`config.mk`:
```
export PLATFORM = sky130hd
export DESIGN_NAME = dp_exec
export DESIGN_NICKNAME = d
export VERILOG_FILES = /design/src/rtl/dp_exec_pkg.sv /design/src/rtl/dp_alu.sv /design/src/rtl/dp_ctrl.sv /design/src/rtl/dp_flag_reg.sv /design/src/rtl/dp_exec.sv
export SDC_FILE = /design/constraint.sdc
export NUM_CORES = 1
export LEC_CHECK = 0
export CELL_PAD_IN_SITES_DETAIL_PLACEMENT = 0
export CELL_PAD_IN_SITES_GLOBAL_PLACEMENT = 1
export CORE_MARGIN = 2
export CORE_UTILIZATION = 35
export DETAILED_ROUTE_END_ITERATION = 12
export DONT_BUFFER_PORTS = 1
export PLACE_DENSITY = 0.75
export SYNTH_ARGS = -nofsm -noshare
export SYNTH_HDL_FRONTEND = slang
export SYNTH_HIERARCHICAL = 1
export SYNTH_SLANG_ARGS = --single-unit
```
`constraint.sdc`:
```
create_clock -name clk_i -period 9.15 [get_ports clk_i]
set_input_delay 0.915 -clock clk_i [delete_from_list [all_inputs] [get_ports clk_i]]
set_output_delay 0.915 -clock clk_i [all_outputs]
set_load 0.02 [all_outputs]
```
`src/rtl/dp_exec_pkg.sv`:
```
package dp_exec_pkg;
  typedef enum logic [3:0] {
    OP_AND = 4'd0,  OP_EOR = 4'd1,  OP_SUB = 4'd2,  OP_RSB = 4'd3,
    OP_ADD = 4'd4,  OP_ADC = 4'd5,  OP_SBC = 4'd6,  OP_RSC = 4'd7,
    OP_TST = 4'd8,  OP_TEQ = 4'd9,  OP_CMP = 4'd10, OP_CMN = 4'd11,
    OP_ORR = 4'd12, OP_MOV = 4'd13, OP_BIC = 4'd14, OP_MVN = 4'd15
  } dp_op_e;

  typedef struct packed {
    logic n;
    logic z;
    logic c;
    logic v;
  } dp_flags_t;

  localparam int unsigned CODE_W = 5;
endpackage

```
`src/rtl/dp_alu.sv`:
```
module dp_alu
  import dp_exec_pkg::*;
#(
  parameter int unsigned DW = 32
) (
  input  dp_op_e         op_i,
  input  logic [DW-1:0]  a_i,
  input  logic [DW-1:0]  b_i,
  input  logic           shc_i,
  input  dp_flags_t      cur_i,
  output logic [DW-1:0]  res_o,
  output dp_flags_t      nxt_o
);
  localparam int unsigned MSB = DW - 1;

  logic [DW-1:0] x, y;
  logic          ci;
  logic          is_logic;
  logic [DW:0]   sum;

  always_comb begin
    x        = a_i;
    y        = b_i;
    ci       = 1'b0;
    is_logic = 1'b0;
    res_o    = '0;
    unique case (op_i)
      OP_AND, OP_TST: begin res_o = a_i & b_i;  is_logic = 1'b1; end
      OP_EOR, OP_TEQ: begin res_o = a_i ^ b_i;  is_logic = 1'b1; end
      OP_ORR:         begin res_o = a_i | b_i;  is_logic = 1'b1; end
      OP_MOV:         begin res_o = b_i;        is_logic = 1'b1; end
      OP_BIC:         begin res_o = a_i & ~b_i; is_logic = 1'b1; end
      OP_MVN:         begin res_o = ~b_i;       is_logic = 1'b1; end
      OP_SUB, OP_CMP: begin y = ~b_i; ci = 1'b1; end
      OP_RSB:         begin x = b_i; y = ~a_i; ci = 1'b1; end
      OP_ADD, OP_CMN: begin ci = 1'b0; end
      OP_ADC:         begin ci = cur_i.c; end
      OP_SBC:         begin y = ~b_i; ci = cur_i.c; end
      OP_RSC:         begin x = b_i; y = ~a_i; ci = cur_i.c; end
      default: ;
    endcase
    sum = {1'b0, x} + {1'b0, y} + {{DW{1'b0}}, ci};
    if (!is_logic) res_o = sum[DW-1:0];
  end

  // subtraction is x + ~y + ci, so bit DW is already the not-borrow
  always_comb begin
    nxt_o.n = res_o[MSB];
    nxt_o.z = (res_o == '0);
    if (is_logic) begin
      nxt_o.c = shc_i;
      nxt_o.v = cur_i.v;
    end else begin
      nxt_o.c = sum[DW];
      nxt_o.v = (x[MSB] == y[MSB]) && (sum[MSB] != x[MSB]);
    end
  end
endmodule

```
`src/rtl/dp_ctrl.sv`:
```
module dp_ctrl
  import dp_exec_pkg::*;
#(
  parameter int unsigned       RW     = 4,
  parameter logic [RW-1:0]     PC_IDX = '1
) (
  input  logic          valid_i,
  input  dp_op_e        op_i,
  input  logic          s_i,
  input  logic [RW-1:0] rd_i,
  output logic          we_o,
  output logic          flag_ld_o,
  output logic          restore_o
);
  logic is_cmp;

  always_comb begin
    is_cmp    = (op_i inside {OP_TST, OP_TEQ, OP_CMP, OP_CMN});
    we_o      = valid_i && !is_cmp;
    restore_o = valid_i && s_i && !is_cmp && (rd_i == PC_IDX);
    flag_ld_o = valid_i && s_i && !restore_o;
  end
endmodule

```
`src/rtl/dp_flag_reg.sv`:
```
module dp_flag_reg
  import dp_exec_pkg::*;
(
  input  logic      clk_i,
  input  logic      rst_ni,
  input  logic      ld_i,
  input  dp_flags_t d_i,
  output dp_flags_t q_o
);
  always_ff @(posedge clk_i or negedge rst_ni) begin
    if (!rst_ni)   q_o <= '0;
    else if (ld_i) q_o <= d_i;
  end
endmodule

```
`src/rtl/dp_exec.sv`:
```
module dp_exec
  import dp_exec_pkg::*;
#(
  parameter int unsigned DW = 32,
  parameter int unsigned RW = 4
) (
  input  logic                clk_i,
  input  logic                rst_ni,
  input  logic                valid_i,
  input  logic [CODE_W-1:0]   code_i,
  input  logic [RW-1:0]       rd_i,
  input  logic [DW-1:0]       opa_i,
  input  logic [DW-1:0]       opb_i,
  input  logic                shc_i,
  output logic                valid_o,
  output logic [DW-1:0]       result_o,
  output logic                we_o,
  output logic [RW-1:0]       rd_o,
  output logic [3:0]          flags_o,
  output logic                flags_valid_o,
  output logic                restore_o
);
  localparam logic [RW-1:0] PC_IDX = '1;

  dp_op_e        op;
  dp_flags_t     cur_f, nxt_f;
  logic [DW-1:0] res;
  logic          we, flag_ld, rstr;

  assign op = dp_op_e'(code_i[CODE_W-1:1]);

  dp_alu #(.DW(DW)) u_alu (
    .op_i (op), .a_i (opa_i), .b_i (opb_i), .shc_i (shc_i),
    .cur_i(cur_f), .res_o(res), .nxt_o(nxt_f)
  );

  dp_ctrl #(.RW(RW), .PC_IDX(PC_IDX)) u_ctrl (
    .valid_i(valid_i), .op_i(op), .s_i(code_i[0]), .rd_i(rd_i),
    .we_o(we), .flag_ld_o(flag_ld), .restore_o(rstr)
  );

  dp_flag_reg u_flags (
    .clk_i(clk_i), .rst_ni(rst_ni), .ld_i(flag_ld), .d_i(nxt_f), .q_o(cur_f)
  );

  always_ff @(posedge clk_i or negedge rst_ni) begin
    if (!rst_ni) begin
      valid_o       <= 1'b0;
      result_o      <= '0;
      we_o          <= 1'b0;
      rd_o          <= '0;
      flags_valid_o <= 1'b0;
      restore_o     <= 1'b0;
    end else begin
      valid_o       <= valid_i;
      result_o      <= valid_i ? res : '0;
      we_o          <= we;
      rd_o          <= valid_i ? rd_i : '0;
      flags_valid_o <= flag_ld;
      restore_o     <= rstr;
    end
  end

  assign flags_o = cur_f;

  a_r6_even_keeps_flags: assert property (@(posedge clk_i) disable iff (!rst_ni)
    valid_i && !code_i[0] |=> !flags_valid_o && $stable(flags_o));

  a_r7_cmp_no_write: assert property (@(posedge clk_i) disable iff (!rst_ni)
    valid_i && (code_i[4:3] == 2'b10) |=> !we_o);

  a_r8_restore_holds_flags: assert property (@(posedge clk_i) disable iff (!rst_ni)
    restore_o |-> we_o && !flags_valid_o && $stable(flags_o));

  a_r4_logic_keeps_v: assert property (@(posedge clk_i) disable iff (!rst_ni)
    valid_i && code_i[0] && (code_i[4:1] inside {4'd0, 4'd1, 4'd8, 4'd9, 4'd12, 4'd13, 4'd14, 4'd15})
    |=> $stable(flags_o[0]));

  a_r10_idle_quiet: assert property (@(posedge clk_i) disable iff (!rst_ni)
    !valid_i |=> !valid_o && !we_o && !flags_valid_o && !restore_o);

  a_r10_one_cycle: assert property (@(posedge clk_i) disable iff (!rst_ni)
    valid_i |=> valid_o);
endmodule

```
## Yosys cells after proc, flatten, opt, wreduce, memory -nomap -nowiden

Cells that the tools add are included.

| storage, ports and cells | value |
|---|---|
| bits in registers | 44 |
| input port bits | 77 |

| cells by class | value |
|---|---|
| add/subtract/negate cells | 2 |
| eq/ne operators | 17 |
| mux-type cells | 9 |
| bitwise operators | 7 |
| reductions and logical operators | 19 |

Operator list:

| cell | number |
|---|---|
| 32-bit one-hot mux with 6 select lines | 1 |
| 32-bit 2-to-1 mux | 3 |
| 32-bit AND | 2 |
| 32-bit NOT | 2 |
| 32-bit one-hot mux with 2 select lines | 1 |
| 4-bit equality test (second input constant) | 9 |
| 32-bit by 32-bit adder with 33-bit output | 1 |
| 33-bit by 1-bit adder with 33-bit output | 1 |
| 32-bit logical NOT | 1 |
| 32-bit OR | 1 |
| 32-bit bitwise XOR | 1 |
| 4-bit by 3-bit equality test with 1-bit output (second input constant) | 3 |
| 3-bit OR reduction | 3 |
| 4-bit by 2-bit equality test with 1-bit output (second input constant) | 2 |
| 8-bit OR reduction | 1 |
| 1-bit logical AND | 6 |
| 2-bit OR reduction | 3 |
| 4-bit by 1-bit equality test with 1-bit output (second input constant) | 1 |
| 4-bit logical NOT | 1 |
| 4-bit 2-to-1 mux | 1 |
| 4-bit nonzero test | 1 |
| 1-bit logical NOT | 2 |
| 2-bit 2-to-1 mux | 1 |
| 1-bit one-hot mux with 2 select lines | 1 |
| 5 further kinds | 5 |

## Depth between registers and ports, before layout

| logic depth | value |
|---|---|
| depth after elaboration | 8 |
| mapped depth | 24 |

## Hierarchy

Netlist, hierarchy kept.

By module, submodules not included:

| module | times used | cells each | area an instance (um^2) |
|---|---|---|---|
| dp_alu | 1 | 861 | 5216.3 |
| dp_exec | 1 | 79 | 1286.2 |
| dp_flag_reg | 1 | 8 | 145.1 |
| dp_ctrl | 1 | 6 | 38.8 |

## Worst setup path before layout

OpenSTA, ideal clock, no wires.

| timing path | value |
|---|---|
| path kind | input -> register |
| start | input code_i[2] |
| end | register u_flags/q_o[2] (netlist bit) |
| setup time | 0.065 ns |
| arrival time | 5.960 ns |
| setup slack | 3.125 ns |
| stages on the path | 24 |
| buffers on the path | 6 |
| path through | buf_2 -> buf_4 -> buf_2 -> buf_2 -> buf_2 -> nand3_1 -> o31ai_1 -> clkbuf_1 -> nor2_1 -> a211oi_1 -> fa_1 -> inv_1 -> fa_1 -> a21o_1 -> a221o_1 -> a21o_1 -> a21oi_1 -> xor2_1 -> a21oi_1 -> or4b_1 -> nor4_1 -> nand4b_1 -> nor4bb_1 -> mux2_2 |

RTL lines:

| item | line | source |
|---|---|---|
| start, declared | dp_exec.sv:10 | `input logic [CODE_W-1:0] code_i,` |
| end signal, assigned | dp_flag_reg.sv:12 | `else if (ld_i) q_o <= d_i;` |
| end, declared | dp_flag_reg.sv:8 | `output dp_flags_t q_o` |

==> flow_metrics.py <==
metrics = {
    "outcome": {
        "status": "finished clean",
    },
    "die": {
        "start_util": 0.357,
        "die-area_um2": 20200,
        "rows": 50,
        "die_w_um": 142,
        "coreArea_um2": 18700,
        "boundaryPins": 121,
        "die_h_um": 142,
    },
    "synthesis": {
        "syn_nets": 1096,
        "async_flop_share": 1.00,
        "synth_top_area_frac": 0.165,
        "synth.distinct_cells": 77,
        "syn_area_um2": 6690,
        "synth-edff-count": 0,
        "ys.flop_type": "dfrtp_1",
        "synth_cells": 954,
        "yosys.area.top_type": "dfrtp_1",
        "synth.area.top_cells": "dfrtp_1 16%, ha_1 12%, o21ai_0 10%",
        "synth-seq-cells": 44,
        "synth_seq_area_share": 0.165,
        "avgSynthCellArea_um2": 7.01,
        "yosysWarnings": 6,
    },
    "setup_path": {
        "cpMostUsedCell": "fa_1",
        "crit_path_start_kind": "primary input",
        "cpLargestDelayFamily": "simple AND/OR/NAND/NOR gates",
        "cp.arrival_ps": 6430,
        "crit_required_ps": 9370,
        "critPathCaptureType": "flop",
        "worstPathMaxFanout": 51,
        "max_stage_delay_ps": 880,
        "reg2reg_depth": 18,
        "cp_slowest_cell": "nor3_2",
        "rrSetupSlack_ps": 4240,
        "path_cells": "clkinv_1, nor3_2, buf_4, a211oi_1, fa_1, inv_1, fa_1, a21o_1, a221oi_2, o31a_2, nor4b_2, o21ai_1, a31o_1, or3_1, nor4_1, nand4b_1, nor4bb_1, mux2_2",
        "cp_num_cells": 18,
        "crit_type": "in2reg",
        "cp_num_buf_inv": 3,
    },
    "timing": {
        "timing.final.ws_setup_ps": 2940,
        "max_freq_ghz": 0.161,
        "skew_ps": 3.56,
        "setup_tns_ps": 0,
        "timing.hold.ws_ps": 327,
        "rsz0062_at_grt": "no",
        "setup_violations": 0,
        "slew_headroom": 0.309,
        "worst_slew_pin_slew_ps": 1020,
        "finalHoldViolCount": 0,
        "fin_crit_sh": 0.679,
        "maxSlewViolCount": 0,
        "period_needed_ps": 6210,
    },
    "drt": {
        "vias_per_cell": 6.01,
        "finalWirelength_mm": 23.6,
        "ant_nets": 0,
        "drt_pass1_iterations": 5,
        "drc": 0,
        "first_iter_violations": 576,
        "wl_per_cell_um": 20.7,
        "vias": 6856,
    },
    "cts": {
        "cts_max_level": 2,
        "cts_root_buffer": "clkbuf_16",
        "hold_buffers": 0,
        "cts_tree": "built",
        "clkSinkCount": 44,
        "post_cts_buffers": 0,
        "cts_made_buffers": 5,
        "clkTransAtPathRegs_ps": 60,
        "clk_latency_ps": 280,
        "clk_path_buf_depth": 2,
        "cts_resized": 0,
    },
    "global_route": {
        "grt_overflow": 0,
        "gr-usage-all-layers": 0.230,
        "grt_pass1_wl_mm": 36.6,
        "grt_max_degree": 73,
        "grt_pass1_vias": 6283,
        "antenna_found_initial": 0,
    },
    "pwr": {
        "p_leak_nw": 3.10,
        "p_total_uw": 938,
        "peakVddDrop_mv": 0.0726,
        "p_per_area_nw_per_um2": 134,
    },
    "placed_design": {
        "gp_congestion": 0.908,
        "placed_cell_area_um2": 6820,
        "post-place-ws_ps": 2810,
        "io_buffers": 0,
        "hpwl_mm": 17.1,
        "placedCellCount": 1132,
    },
    "min_path": {
        "worstHoldPathType": "in2async",
    },
    "layout": {
        "layout.cells.non_filler": 1140,
        "multi_input_area_um2": 5080,
        "drive_gt1_frac": 0.0883,
        "final-seq-area_um2": 1100,
        "area_growth_pct": 4.73,
        "fin_area_um2": 7000,
        "final_util": 0.374,
        "nFillCells": 1932,
        "nets": 1047,
        "antenna_cells": 0,
    },
    "flow_run": {
        "drv_cap": 0,
    },
}
[synth_stat cells (4+ instances only)]
master and number:
o31ai_1 8, nand2_1 119, a32oi_1 7, clkbuf_1 44, dfrtp_1 44, nand3_1 14
a221oi_1 8, o221ai_1 10, ha_1 63, and2_1 4, mux2i_1 14, nor4_1 6
o21ai_1 5, o22ai_1 11, a31oi_1 10, nor3_1 19, inv_1 71, nor2b_1 5
nor2_1 60, o21a_1 6, mux2_2 5, o211ai_1 6, buf_1 5, xor2_1 22
and3_1 5, a22oi_1 5, buf_2 11, a21oi_1 62, or2_2 4, a211oi_1 9
o21ai_0 139, and2_2 36, nand4_1 9, nand2b_1 8, xnor2_1 20, a21o_1 17
[cells in the final DEF (no fill, tap or decap), drive strengths merged, types with 10 or more instances in the layout]
cell / Yosys / layout
nand2: 119 / 119
xor2: 22 / 22
ha: 63 / 63
o22ai: 12 / 12
o221ai: 10 / 10
nand3: 14 / 14
o21ai: 144 / 144
a21oi: 65 / 65
mux2i: 14 / 14
xnor2: 20 / 20
a31oi: 10 / 10
a21o: 17 / 17
nor3: 19 / 19
nor2: 61 / 61
and2: 40 / 40
inv: 72 / 72
dfrtp: 44 / 44
[final timing paths]
kind | endpoint | startpoint
worst min register to register | u_flags/q_o[2]$_DFFE_PN0P_ | u_flags/q_o[2]$_DFFE_PN0P_
max in group asynchronous | u_flags/q_o[3]$_DFFE_PN0P_ | rst_ni
worst max-delay path | u_flags/q_o[2]$_DFFE_PN0P_ | code_i[2]
worst min-delay path | result_o[6]$_DFF_PN0_ | rst_ni
worst max register to register | u_flags/q_o[2]$_DFFE_PN0P_ | u_flags/q_o[1]$_DFFE_PN0P_
min in group clk_i | valid_o$_DFF_PN0_ | valid_i
[metal layers]
layer	wire length, µm	part of all wire	up-vias	GRT usage
met5	0	0	-	0
met4	712	0.030	0	0.0795
met3	2070	0.088	45	0.0404
met2	10200	0.43	303	0.355
met1	10600	0.45	3184	0.323
li1	-	-	3324	-
[cell families (layout without fill, tap and decap cells)]
group                    after synthesis  in the layout  synth area share
flip-flops                            44             44             0.165
buffers and inverters                139             91            0.0818
AND/OR/NAND/NOR                      304            304             0.223
adder cells (fa/ha/maj)               65             65             0.124
XOR/XNOR                              42             42            0.0550
AO/OA/AOI/OAI                        341            341             0.322
multiplexers                          19             19            0.0294
[sequential cells by signal (all words and copies together), names as in the netlist]
register and count:
result_o 32, rd_o 4, u_flags/q_o 4, flags_valid_o 1, restore_o 1, valid_o 1
we_o 1
[final cells by class]
type | count | area share
Multi-Input combinational cell | 771 | 0.726
Sequential cell | 44 | 0.157
Tap cell | 234 | 0.0418
Inverter | 74 | 0.0397
Clock buffer | 7 | 0.0218
Timing Repair Buffer | 9 | 0.00965
Clock inverter | 1 | 0.00429
[power breakdown]
part	leakage (nW)	switching, mW	internal (mW)
Clock	0.0901	0.0636	0.143
Sequential	0.571	0.0462	0.220
Combinational	2.44	0.277	0.188
(Power assumes the default switching activity.)
